===== src/rtl/poll_pkg.sv =====
package poll_pkg;
  typedef enum logic [1:0] {
    PM_SLEEP   = 2'd0,
    PM_STARTUP = 2'd1,
    PM_CHECK   = 2'd2,
    PM_RECV    = 2'd3
  } poll_mode_e;
endpackage


===== src/rtl/poll_cfg_regs.sv =====
module poll_cfg_regs #(
  parameter int CODE_W   = 5,
  parameter int RST_CODE = 11
) (
  input  logic              clk,
  input  logic              rst_n,
  input  logic              wr_i,
  input  logic [CODE_W-1:0] code_i,
  input  logic              xstd_i,
  input  logic              xtmp_i,
  input  logic              chk_fail_i,
  output logic [CODE_W-1:0] code_o,
  output logic              ext_on_o,
  output logic              perm_o
);
  localparam int PERM_CODE = (1 << CODE_W) - 1;

  logic [CODE_W-1:0] code_q, code_n;
  logic              xstd_q, xstd_n;
  logic              xtmp_q, xtmp_n;
  logic              past_ok_q;

  always_comb begin
    code_n = code_q;
    xstd_n = xstd_q;
    xtmp_n = xtmp_q;
    if (wr_i) begin
      code_n = code_i;
      xstd_n = xstd_i;
      xtmp_n = xtmp_i;
    end else if (chk_fail_i) begin
      xtmp_n = 1'b0;
    end
  end

  always_ff @(posedge clk or negedge rst_n) begin
    if (!rst_n) begin
      code_q    <= CODE_W'(RST_CODE);
      xstd_q    <= 1'b0;
      xtmp_q    <= 1'b0;
      past_ok_q <= 1'b0;
    end else begin
      code_q    <= code_n;
      xstd_q    <= xstd_n;
      xtmp_q    <= xtmp_n;
      past_ok_q <= 1'b1;
    end
  end

  assign code_o   = code_q;
  assign ext_on_o = xstd_q | xtmp_q;
  assign perm_o   = (code_q == CODE_W'(PERM_CODE));

  // a failed check without a concurrent write leaves the temporary bit clear
  assert_tmp_clear_R4: assert property (@(posedge clk) disable iff (!rst_n)
    (past_ok_q && $past(chk_fail_i && !wr_i)) |-> !xtmp_q);
endmodule


===== src/rtl/poll_sleep_timer.sv =====
module poll_sleep_timer #(
  parameter int CODE_W = 5,
  parameter int EXT    = 8,
  parameter int UNIT   = 1024
) (
  input  logic              clk,
  input  logic              rst_n,
  input  logic              in_sleep_i,
  input  logic              hold_i,
  input  logic              tick_i,
  input  logic [CODE_W-1:0] code_i,
  input  logic              ext_on_i,
  output logic              expired_o
);
  localparam int EXT_W  = $clog2(EXT);
  localparam int UNIT_W = $clog2(UNIT);
  localparam int CNT_W  = CODE_W + EXT_W + UNIT_W;

  logic             armed_q, armed_n;
  logic [CNT_W-1:0] cnt_q, cnt_n;
  logic [CNT_W-1:0] dur;

  assign dur = CNT_W'(code_i) * (ext_on_i ? CNT_W'(EXT) : CNT_W'(1)) * CNT_W'(UNIT);

  always_comb begin
    armed_n = armed_q;
    cnt_n   = cnt_q;
    if (!in_sleep_i || hold_i) begin
      armed_n = 1'b0;
    end else if (!armed_q) begin
      armed_n = 1'b1;
      cnt_n   = dur;
    end else if (tick_i && (cnt_q != '0)) begin
      cnt_n = cnt_q - 1'b1;
    end
  end

  always_ff @(posedge clk or negedge rst_n) begin
    if (!rst_n) begin
      armed_q <= 1'b0;
      cnt_q   <= '0;
    end else begin
      armed_q <= armed_n;
      cnt_q   <= cnt_n;
    end
  end

  assign expired_o = in_sleep_i && !hold_i && armed_q && (cnt_q == '0);

  // an armed countdown only moves on a base tick
  assert_count_on_tick_R2: assert property (@(posedge clk) disable iff (!rst_n)
    (in_sleep_i && !hold_i && armed_q && !tick_i) |=> $stable(cnt_q));
endmodule


===== src/rtl/poll_startup_timer.sv =====
module poll_startup_timer #(
  parameter int XCYC = 4
) (
  input  logic clk,
  input  logic rst_n,
  input  logic in_startup_i,
  input  logic xtick_i,
  output logic done_o
);
  localparam int CNT_W = $clog2(XCYC + 1);

  logic [CNT_W-1:0] cnt_q, cnt_n;

  always_comb begin
    cnt_n = cnt_q;
    if (!in_startup_i) begin
      cnt_n = CNT_W'(XCYC);
    end else if (xtick_i && (cnt_q != '0)) begin
      cnt_n = cnt_q - 1'b1;
    end
  end

  always_ff @(posedge clk or negedge rst_n) begin
    if (!rst_n) cnt_q <= CNT_W'(XCYC);
    else        cnt_q <= cnt_n;
  end

  assign done_o = in_startup_i && (cnt_q == '0);

  // start-up never finishes in its first cycle when XCYC is nonzero
  assert_no_instant_done_R7: assert property (@(posedge clk) disable iff (!rst_n)
    (XCYC > 0 && !in_startup_i) |=> (cnt_q == CNT_W'(XCYC)));
endmodule


===== src/rtl/poll_ctrl.sv =====
module poll_ctrl
  import poll_pkg::*;
#(
  parameter int CODE_W         = 5,
  parameter int RST_CODE       = 11,
  parameter int EXT_FACTOR     = 8,
  parameter int TICKS_PER_UNIT = 1024,
  parameter int STARTUP_XCYC   = 4
) (
  input  logic              clk,
  input  logic              rst_n,
  input  logic              tick_i,
  input  logic              xtick_i,
  input  logic              cfg_wr_i,
  input  logic [CODE_W-1:0] cfg_code_i,
  input  logic              cfg_xstd_i,
  input  logic              cfg_xtmp_i,
  input  logic              chk_done_i,
  input  logic              chk_pass_i,
  input  logic              en_i,
  input  logic              off_cmd_i,
  output logic              path_en_o,
  output logic              chk_start_o,
  output logic              rx_mode_o
);
  poll_mode_e        mode_q, mode_n;
  logic              start_q, start_n;
  logic              past_ok_q;
  logic [CODE_W-1:0] code;
  logic              ext_on, perm, chk_fail, hold;
  logic              slp_expired, su_done;

  assign chk_fail = (mode_q == PM_CHECK) && en_i && chk_done_i && !chk_pass_i;
  assign hold     = !en_i || perm;

  poll_cfg_regs #(.CODE_W(CODE_W), .RST_CODE(RST_CODE)) u_cfg (
    .clk(clk), .rst_n(rst_n), .wr_i(cfg_wr_i), .code_i(cfg_code_i),
    .xstd_i(cfg_xstd_i), .xtmp_i(cfg_xtmp_i), .chk_fail_i(chk_fail),
    .code_o(code), .ext_on_o(ext_on), .perm_o(perm));

  poll_sleep_timer #(.CODE_W(CODE_W), .EXT(EXT_FACTOR), .UNIT(TICKS_PER_UNIT)) u_sleep (
    .clk(clk), .rst_n(rst_n), .in_sleep_i(mode_q == PM_SLEEP), .hold_i(hold),
    .tick_i(tick_i), .code_i(code), .ext_on_i(ext_on), .expired_o(slp_expired));

  poll_startup_timer #(.XCYC(STARTUP_XCYC)) u_startup (
    .clk(clk), .rst_n(rst_n), .in_startup_i(mode_q == PM_STARTUP),
    .xtick_i(xtick_i), .done_o(su_done));

  always_comb begin
    mode_n  = mode_q;
    start_n = 1'b0;
    if (!en_i) begin
      mode_n = PM_SLEEP;
    end else begin
      case (mode_q)
        PM_SLEEP:   if (slp_expired) mode_n = PM_STARTUP;
        PM_STARTUP: if (su_done) begin
                      mode_n  = PM_CHECK;
                      start_n = 1'b1;
                    end
        PM_CHECK:   if (chk_done_i) mode_n = chk_pass_i ? PM_RECV : PM_SLEEP;
        PM_RECV:    if (off_cmd_i) mode_n = PM_SLEEP;
        default:    mode_n = PM_SLEEP;
      endcase
    end
  end

  always_ff @(posedge clk or negedge rst_n) begin
    if (!rst_n) begin
      mode_q    <= PM_SLEEP;
      start_q   <= 1'b0;
      past_ok_q <= 1'b0;
    end else begin
      mode_q    <= mode_n;
      start_q   <= start_n;
      past_ok_q <= 1'b1;
    end
  end

  assign path_en_o   = (mode_q != PM_SLEEP);
  assign rx_mode_o   = (mode_q == PM_RECV);
  assign chk_start_o = start_q;

  assert_start_one_cycle_R7: assert property (@(posedge clk) disable iff (!rst_n)
    chk_start_o |=> !chk_start_o);
  assert_start_in_check_R7: assert property (@(posedge clk) disable iff (!rst_n)
    chk_start_o |-> (path_en_o && !rx_mode_o));
  assert_recv_on_pass_R8: assert property (@(posedge clk) disable iff (!rst_n)
    (past_ok_q && $rose(rx_mode_o)) |-> $past(chk_done_i && chk_pass_i));
  assert_off_leaves_recv_R9: assert property (@(posedge clk) disable iff (!rst_n)
    (rx_mode_o && off_cmd_i) |=> !rx_mode_o);
  assert_perm_holds_R5: assert property (@(posedge clk) disable iff (!rst_n)
    (!path_en_o && perm) |=> !path_en_o);
  assert_enable_forces_sleep_R10: assert property (@(posedge clk) disable iff (!rst_n)
    (past_ok_q && !$past(en_i)) |-> !path_en_o);
endmodule


===== config.mk =====
export PLATFORM = sky130hd
export DESIGN_NAME = poll_ctrl
export DESIGN_NICKNAME = d
export VERILOG_FILES = /design/src/rtl/poll_pkg.sv /design/src/rtl/poll_cfg_regs.sv /design/src/rtl/poll_sleep_timer.sv /design/src/rtl/poll_startup_timer.sv /design/src/rtl/poll_ctrl.sv
export SDC_FILE = /design/constraint.sdc
export NUM_CORES = 1
export LEC_CHECK = 0
export BUFFER_PORTS_ARGS = -buffer_cell sky130_fd_sc_hd__buf_2
export CAP_MARGIN = 20
export CORE_MARGIN = 3
export CORE_UTILIZATION = 36
export DETAILED_ROUTE_END_ITERATION = 8
export GPL_TIMING_DRIVEN = 0
export PLACE_DENSITY = 0.62
export SETUP_SLACK_MARGIN = 0.1
export SYNTH_ARGS = -nofsm -noshare
export SYNTH_HDL_FRONTEND = slang
export SYNTH_HIERARCHICAL = 1
export SYNTH_SLANG_ARGS = --single-unit

===== constraint.sdc =====
create_clock -name clk -period 3.9 [get_ports clk]
set_clock_uncertainty 0.2 [all_clocks]
set_input_delay 0.195 -clock clk [delete_from_list [all_inputs] [get_ports clk]]
set_output_delay 0.195 -clock clk [all_outputs]
set_load 0.02 [all_outputs]

After elaboration in Yosys (flattened, before gate mapping)

Cells that the tools add are included.

Bitwise logic cells: 2
Multipliers: 1
Muxes and demuxes: 18
Eq/ne operators: 10
Reduce and logical (&&, ||, !) cells: 24
$add $sub $neg: 2

Operators with widths:

| kind                  | number |
|---|---|
| $mux 18               | 2 |
| $logic_not 18->1      | 1 |
| $mul 5x18->8          | 1 |
| $reduce_bool 18->1    | 1 |
| $sub 18x1->18 const B | 1 |
| $mux 2                | 6 |
| $ne 3x3->1 const B    | 4 |
| $logic_and 1x1->1     | 9 |
| $pmux 2 s4            | 1 |
| $mux 1                | 6 |
| $mux 3                | 2 |
| $eq 5x5->1 const B    | 1 |
| $eq 2x2->1 const B    | 2 |
| $logic_not 1->1       | 4 |
| $mux 4                | 1 |
| $ne 2x2->1 const B    | 2 |
| $reduce_and 4->1      | 1 |
| $reduce_bool 2->1     | 2 |
| $logic_not 3->1       | 1 |
| $reduce_bool 3->1     | 1 |
| $sub 3x1->3 const B   | 1 |
| $eq 2x1->1 const B    | 1 |
| $logic_not 2->1       | 1 |
| $logic_or 1x1->1      | 2 |
| 3 further kinds       | 3 |

Register bits: 32
Input bits: 16

Depth between registers and ports, before layout

Gate-level depths: netlist of run 1.

Word-level depth: 9
Depth in mapped cells: 11

By module

The synthesis of run 1 kept the hierarchy.

By module, submodules not included:

| module             | instances | cells an instance | area each (µm²) |
|---|---|---|---|
| poll_sleep_timer   | 1         | 167               | 1406.3 |
| poll_cfg_regs      | 1         | 20                | 312.8 |
| poll_ctrl          | 1         | 22                | 201.4 |
| poll_startup_timer | 1         | 20                | 187.7 |

Worst setup path after synthesis of run 1

No wires, ideal clock.

Kind: flip-flop to flip-flop
Start point: reg mode_q[0]
End point: reg u_sleep.cnt_q[4]
Period minus slack after synthesis: 2.268 ns
Path slack: 1.632 ns
Arrival time: 1.999 ns
Library setup time: 0.069 ns
Path buffers: 2
Stages on the path, launching flop included: 10
Path through: dfrtp_1 buf_4 or2_1 inv_1 nand2b_1 inv_1 nand2_1 clkbuf_1 or4b_2 nand3_1

Cells in the longest elaborated chain, start to end: 5

Ends and longest elaborated chain:

| item                       | RTL line               | source |
|---|---|---|
| start, declared            | poll_ctrl.sv:26        | `poll_mode_e mode_q, mode_n;` |
| start signal, assigned     | poll_ctrl.sv:74        | `mode_q <= mode_n;` |
| $logic_not 2->1            | poll_ctrl.sv:42        | `.clk(clk), .rst_n(rst_n), .in_sleep_i(mode_q == PM_SLEEP), .hold_i(hold),` |
| $logic_not 1->1            | poll_sleep_timer.sv:28 | `if (!in_sleep_i \|\| hold_i) begin` |
| $logic_or 1x1->1           | poll_sleep_timer.sv:28 |  |
| $not 1->1 (no line)        | --                     |  |
| $reduce_and 2->1 (no line) | --                     |  |
| end signal, assigned       | poll_sleep_timer.sv:44 | `cnt_q <= cnt_n;` |
| end, declared              | poll_sleep_timer.sv:20 | `logic [CNT_W-1:0] cnt_q, cnt_n;` |

No other way between the ends.
A chain may end at the register's enable or synchronous reset.

Worst setup path in the final report of run 1

Start point: reg u_sleep.cnt_q[0]
End point: reg u_sleep.cnt_q[1]

Cells in the longest elaborated chain, start to end: 4

Ends and longest elaborated chain:

| item |
|---|
| branches (longest 4 deep; another with $sub 18x1->18) |

Parallel ways; which one is timed is not known. The select of a mux whose other input is x is not followed.

==> results.ini, run 1 <==
[setup_path]
endpoint_kind=flip-flop
crit_chain=inv_1, ha_1, nor4b_2, nand3_2, o21ai_4, buf_4, mux2i_1, o22ai_1
critPathKind=reg -> reg
max_stage_delay_ps=470
slowest_stage=nor4b_2
r2r_end=u_sleep/cnt_q[1]
r2r_setup_slack_ps=1300
crit_path_start_kind=flip-flop
r2r_cells=8
cp_max_fo=10
reg2reg_from=u_sleep/cnt_q[0]
cp_data_required_time_ps=3850
arrival_ps=2560
cp_num_buf_inv=2
critical_path.top_delay_family=simple AND/OR/NAND/NOR gates

[final_layout]
antenna_cells=0
layout-drive-gt1-share=0.186
instances_no_fill=335
layout_common_cells=dfrtp_1, nand2_1, nor2_1
syn_to_final_growth_pct=16.8
fillCellCount=560
mostFrequentLayoutCell=dfrtp_1
fin_nets=284

[routing]
top_layer_used=met4
via_count=1828
dr_wl_met3_um=186
drt-total-wl_um=4660
detail_route.wl_per_cell_um=13.9
remaining_drc_errors=0
vias_per_cell=5.46
drt_iter0_drc=116
firstDrtPassIters=4
m1WireLength_um=2220
dr_wl_met2_um=2200
ant_nets=0

[synth]
yosys_warnings=6
syn_avg_cell_area_um2=9.21
synth_top_area_frac=0.332
netlist_instances=229
synth_flop_cell=dfrtp_1
synthArstFlopShare=1.00
synth_area_leaders=dfrtp_1, dfstp_2, nand2_1
ys_ff_latch=32
syn_area_um2=2110
synth_seq_area_share=0.382
synth-edff-count=0
ys_types=61
synth.largest_area_cell=dfrtp_1

[power]
p_sw_uw=493
power_mw=1.25
swShare=0.394
p_comb_frac=0.367
vdd_drop_max_mv=0.227
p_leak_nw=1.09
p_per_area_nw_per_um2=508
clkPwrFrac=0.211
internal_power_uw=758
seqPwrFrac=0.422

[placement]
dpl.cell_count=318
post-dp-hpwl_um=3460
io_buffer_count=16
gp_congestion=0.837

[clock_network]
cts.path.max_buffers=2
cts_tree=done
cts_root_buf=clkbuf_8
cts.htree.levels=2
cts_sinks=32
cts_resized=0
cts_made_buffers=5
cts_setup_buffers=0
path_clk_slew_ps=60
clk_latency_ps=280

[floorplan]
core-area_um2=5570
initial_core_util=0.378
fp-row-count=27
die_w_um=82.5
dieArea_um2=6810
io_pins=19
die_y_um=82.5

[min_path]
hold_path_end=u_cfg/xtmp_q
hold_depth=2
hold_start=cfg_wr_i
hp-class=in -> reg

[grt]
grt_max_degree=33
antenna_found_initial=0
grt_first_pass_wirelength_um=7960
grt_util_all_layers=0.153
grt_pass1_vias=1706
grt-ovfl-total=0

[timing]
finalSetupTns_ps=0
slew_viol_final=0
grt_setup_unrepaired=false
period_share=0.668
slew_headroom=0.513
holdWs_ps=16.5
hold_violations=0
fmax_mhz=384
setup_viol=0
fin_crit_ps=2600
tightest_slew_ps=730

[run]
maxCapViolations=0

[run_status]
status=completed

## repair_timing
action,CTS,global route
hold endpoints to repair,36,0
setup endpoints to repair,0,0
hold buffers,9,0
## sequential cells by signal, indices dropped and copies added, names as in the netlist
name / cells
u_sleep/armed_q: 1
mode_q: 2
u_cfg/xtmp_q: 1
u_cfg/xstd_q: 1
u_startup/cnt_q: 3
u_cfg/code_o: 5
u_sleep/cnt_q: 18
chk_start_o: 1
## synthesized netlist by cell type, drive strengths merged (6+ instances only)
library cell,n
a21oi,10
clkbuf,6
dfrtp,28
inv,14
mux2,7
nand2,27
nand3,9
nor2,17
o211ai,7
o21ai,8
o311ai,6
## worst max path at each step
| stage | from | endpoint | slack (ps) | cells past startpoint |
|---|---|---|---|---|
| detailed placement | u_sleep/cnt_q[0] | u_sleep/cnt_q[1] | 1320 | 8 |
| finish | u_sleep/cnt_q[0] | u_sleep/cnt_q[1] | 1300 | 8 |
| CTS | u_sleep/cnt_q[0] | u_sleep/cnt_q[1] | 1320 | 8 |
| floorplan | mode_q[0] | u_sleep/cnt_q[4] | 1630 | 9 |
| global route | u_sleep/cnt_q[0] | u_sleep/cnt_q[1] | 1130 | 8 |
| global placement | u_sleep/cnt_q[0] | u_sleep/cnt_q[1] | 1380 | 8 |
## power by group through the flow
stage | clock network, mW | registers, mW | logic (mW)
2_1_floorplan | 0 | 0.502 | 0.358
3_3_place_gp | 0 | 0.527 | 0.444
3_5_place_dp | 0 | 0.529 | 0.451
4_1_cts | 0.277 | 0.524 | 0.460
5_1_grt | 0.288 | 0.543 | 0.521
6_report | 0.264 | 0.527 | 0.459
## per-stage QoR
stage	setup slack [ps]	cell area (um^2)	utilization
detailed placement	1320	2280	0.409
CTS	1320	2460	0.442
global placement	1380	2280	0.409
global route	1130	2460	0.442
finish	1300	2460	0.442
floorplan	1630	2110	-
## final cells by class
type | count | area, um^2 | area share
Multi-Input combinational cell | 174 | 1200 | 0.488
Sequential cell | 32 | 806 | 0.327
Timing Repair Buffer | 25 | 170 | 0.0691
Clock buffer | 8 | 90.1 | 0.0366
Tap cell | 72 | 90.1 | 0.0366
Inverter | 15 | 56.3 | 0.0229
Buffer | 9 | 48.8 | 0.0198
## cells by family after synthesis
family / Yosys count / share of synthesized area
AO/OA/AOI/OAI: 53 / 0.183
XOR/XNOR: 2 / 0.00831
adder cells (fa/ha/maj): 6 / 0.0392
buffers and inverters: 24 / 0.0498
flip-flops: 32 / 0.382
multiplexers: 12 / 0.0718
other: 2 / 0.00356
AND/OR/NAND/NOR: 98 / 0.262
## layer usage
layer / track usage / vias to the layer above
li1: - / 910
met1: 0.209 / 876
met2: 0.245 / 35
met3: 0.0260 / 7
met4: 0.0490 / 0
met5: 0 / -
No activity file was read; power rests on OpenSTA's default activity.
==> run 2, diff against run 1 <==
- clock period: 3.9 -> 2.4 ns (I/O delays scaled with it)
==> run 2 against run 1 <==
- combinational power increased by 110%
- sequential share of layout area is 2.5 points lower
- final area rose by 8.9%
- critical path depth shrank 3
- sequential cell count unchanged
- worst hold slack better by 23 ps
- die area unchanged
- clock power is 63% higher
- first-iteration DRC count is 36% higher
- cell count rose by 4.8%
==> results.ini, run 2 (synthesized netlist as in run 1, its figures left out) <==
[setup_path]
critical_path.top_delay_family=simple AND/OR/NAND/NOR gates
arrival_ps=2270  ; -290 ps
cp_data_required_time_ps=2400  ; -1450 ps
crit_chain=or4_4, nor3_4, nand2_1, or4_1, o211ai_1
critPathKind=reg -> reg
endpoint_kind=flip-flop
slowest_stage=or4_4
crit_path_start_kind=flip-flop
cp_num_buf_inv=0  ; -2
max_stage_delay_ps=560  ; +90 ps
cp_max_fo=5  ; -5

[final_layout]
top_register=u_sleep/cnt_q
instances_no_fill=351  ; +4.8%
fillCellCount=533  ; -4.8%
layout_common_cells=nand2_1, dfrtp_1, dlygate4sd3_1
antenna_cells=0  ; unchanged
layout-drive-gt1-share=0.251  ; +0.0646
syn_to_final_growth_pct=27.2
largest_register_ffs=18  ; unchanged
mostFrequentLayoutCell=nand2_1
regArea_um2=810  ; +0.47%
multi_input_area_um2=1260  ; +5.2%
fin_nets=300  ; +5.6%

[grt]
grt_max_degree=33  ; unchanged
grt-ovfl-total=0  ; unchanged
grt_util_all_layers=0.156  ; +0.00364
antenna_found_initial=0  ; unchanged
grt_pass1_vias=1746  ; +2.3%
grt_first_pass_wirelength_um=8160  ; +2.4%

[clock_network]
cts_root_buf=clkbuf_8
cts.path.max_buffers=2  ; unchanged
cts_tree=done
cts_made_buffers=5  ; unchanged
cts.htree.levels=2  ; unchanged
cts_sinks=32  ; unchanged
clk_latency_ps=280  ; about the same
path_clk_slew_ps=70  ; about the same

[floorplan]
die_w_um=82.5  ; unchanged
die_y_um=82.5  ; unchanged
io_pins=19  ; unchanged
dieArea_um2=6810  ; unchanged
core-area_um2=5570  ; unchanged
initial_core_util=0.378  ; unchanged
fp-row-count=27  ; unchanged

[timing]
fin_crit_ps=2270  ; -335 ps
holdWs_ps=39.9  ; +23.4 ps
grt_setup_unrepaired=true
period_share=0.945  ; +0.278
setup_viol=0  ; unchanged
slew_headroom=0.507  ; -0.00635
slew_viol_final=0  ; unchanged
finalSetupTns_ps=0  ; unchanged
tightest_slew_ps=740  ; +9.53 ps
hold_violations=0  ; unchanged
fmax_mhz=441  ; +15%

[power]
vdd_drop_max_mv=0.422  ; +86%
p_sw_uw=886  ; +80%
p_leak_nw=1.18  ; +8.9%
seqPwrFrac=0.383  ; -0.039
clkPwrFrac=0.192  ; -0.019
p_comb_frac=0.425  ; +0.058
p_per_area_nw_per_um2=838  ; +65%
internal_power_mw=1.36  ; +80%
swShare=0.394  ; about the same

[placement]
gp_congestion=0.837  ; unchanged
io_buffer_count=16  ; unchanged
post-dp-hpwl_um=3460  ; unchanged
dpl.cell_count=318  ; unchanged

[routing]
via_count=1887  ; +3.2%
remaining_drc_errors=0  ; unchanged
drt-total-wl_um=4990  ; +7.0%
ant_nets=0  ; unchanged
firstDrtPassIters=4  ; unchanged
vias_per_cell=5.38  ; -1.5%
m1WireLength_um=2350  ; +5.7%
dr_wl_met2_um=2420  ; +10%
drt_iter0_drc=158  ; +36%
top_layer_used=met4
dr_wl_met3_um=180  ; -3.2%
detail_route.wl_per_cell_um=14.2  ; +2.2%

[run]
maxCapViolations=0  ; unchanged

[run_status]
status=completed

[min_path]
hp-class=in -> reg

-- run 2: cell types whose count changed in the layout (fill, tap and decap cells not counted), moves of 2 or more --
| cell | change |
|---|---|
| dfrtp_2 | +3 |
| clkbuf_1 | -2 |
| buf_6 | +2 |
| buf_4 | +7 |
| dfrtp_1 | -3 |
| dlygate4sd3_1 | +8 |
-- run 2: final cells by class --
cell class,count,share of cell area
Multi-Input combinational cell,174,0.471
Sequential cell,32,0.302
Timing Repair Buffer,41,0.116
Clock buffer,8,0.0336
Tap cell,72,0.0336
Buffer,9,0.0229
Inverter,15,0.0210
-- run 2: tightest hold or removal path, delay by kind of cell --
family | cells | cell delay, ps
AO/OA/AOI/OAI | 1 | 120
buffers and inverters | 1 | 110
AND/OR/NAND/NOR | 2 | 140
-- run 2: per-stage QoR --
step / utilization / cell area (um^2) / power, mW / worst slack (ps)
final: 0.481 / 2680 / 2.25 / 131
after global routing: 0.481 / 2680 / 2.41 / 28.9
after CTS: 0.463 / 2580 / 2.13 / 62.9
after detailed placement: 0.409 / 2280 / 1.59 / -176
after global placement: 0.409 / 2280 / 1.58 / -118
after floorplan: - / 2110 / 1.40 / 132
-- run 2: worst paths after layout --
path / start / end / slack, ps / depth (start not counted)
worst min-delay path: chk_done_i / mode_q[0] / 40 / 4
max in group asynchronous: rst_n / u_sleep/cnt_q[3] / 1250 / 2
worst max register to register: u_sleep/cnt_q[2] / u_sleep/cnt_q[15] / 130 / 5
worst min register to register: u_startup/cnt_q[0] / u_startup/cnt_q[0] / 340 / 2
min in group asynchronous: rst_n / u_sleep/cnt_q[9] / 240 / 2
worst max-delay path: u_sleep/cnt_q[2] / u_sleep/cnt_q[15] / 130 / 5
-- run 2: routing by layer --
| metal | up-vias | GRT usage |
|---|---|---|
| li1 | 942 | - |
| met1 | 904 | 0.213 |
| met2 | 36 | 0.253 |
| met3 | 5 | 0.0260 |
| met4 | 0 | 0.0474 |
| met5 | - | 0 |
-- run 2: repair_timing --
action	in CTS	in global routing
hold endpoints to repair	41	0
setup buffers	1	7
endpoints found under the setup margin	16	17
pin swaps	0	6
hold buffers	17	0
resized for setup	8	15
-- run 2: power by group through the flow --
| stage | combinational, mW | clock, mW | sequential (mW) |
|---|---|---|---|
| after global placement | 0.721 | 0 | 0.856 |
| after floorplan | 0.582 | 0 | 0.815 |
| final | 0.955 | 0.431 | 0.862 |
| after CTS | 0.820 | 0.450 | 0.862 |
| after detailed placement | 0.732 | 0 | 0.860 |
| after global routing | 1.06 | 0.469 | 0.884 |
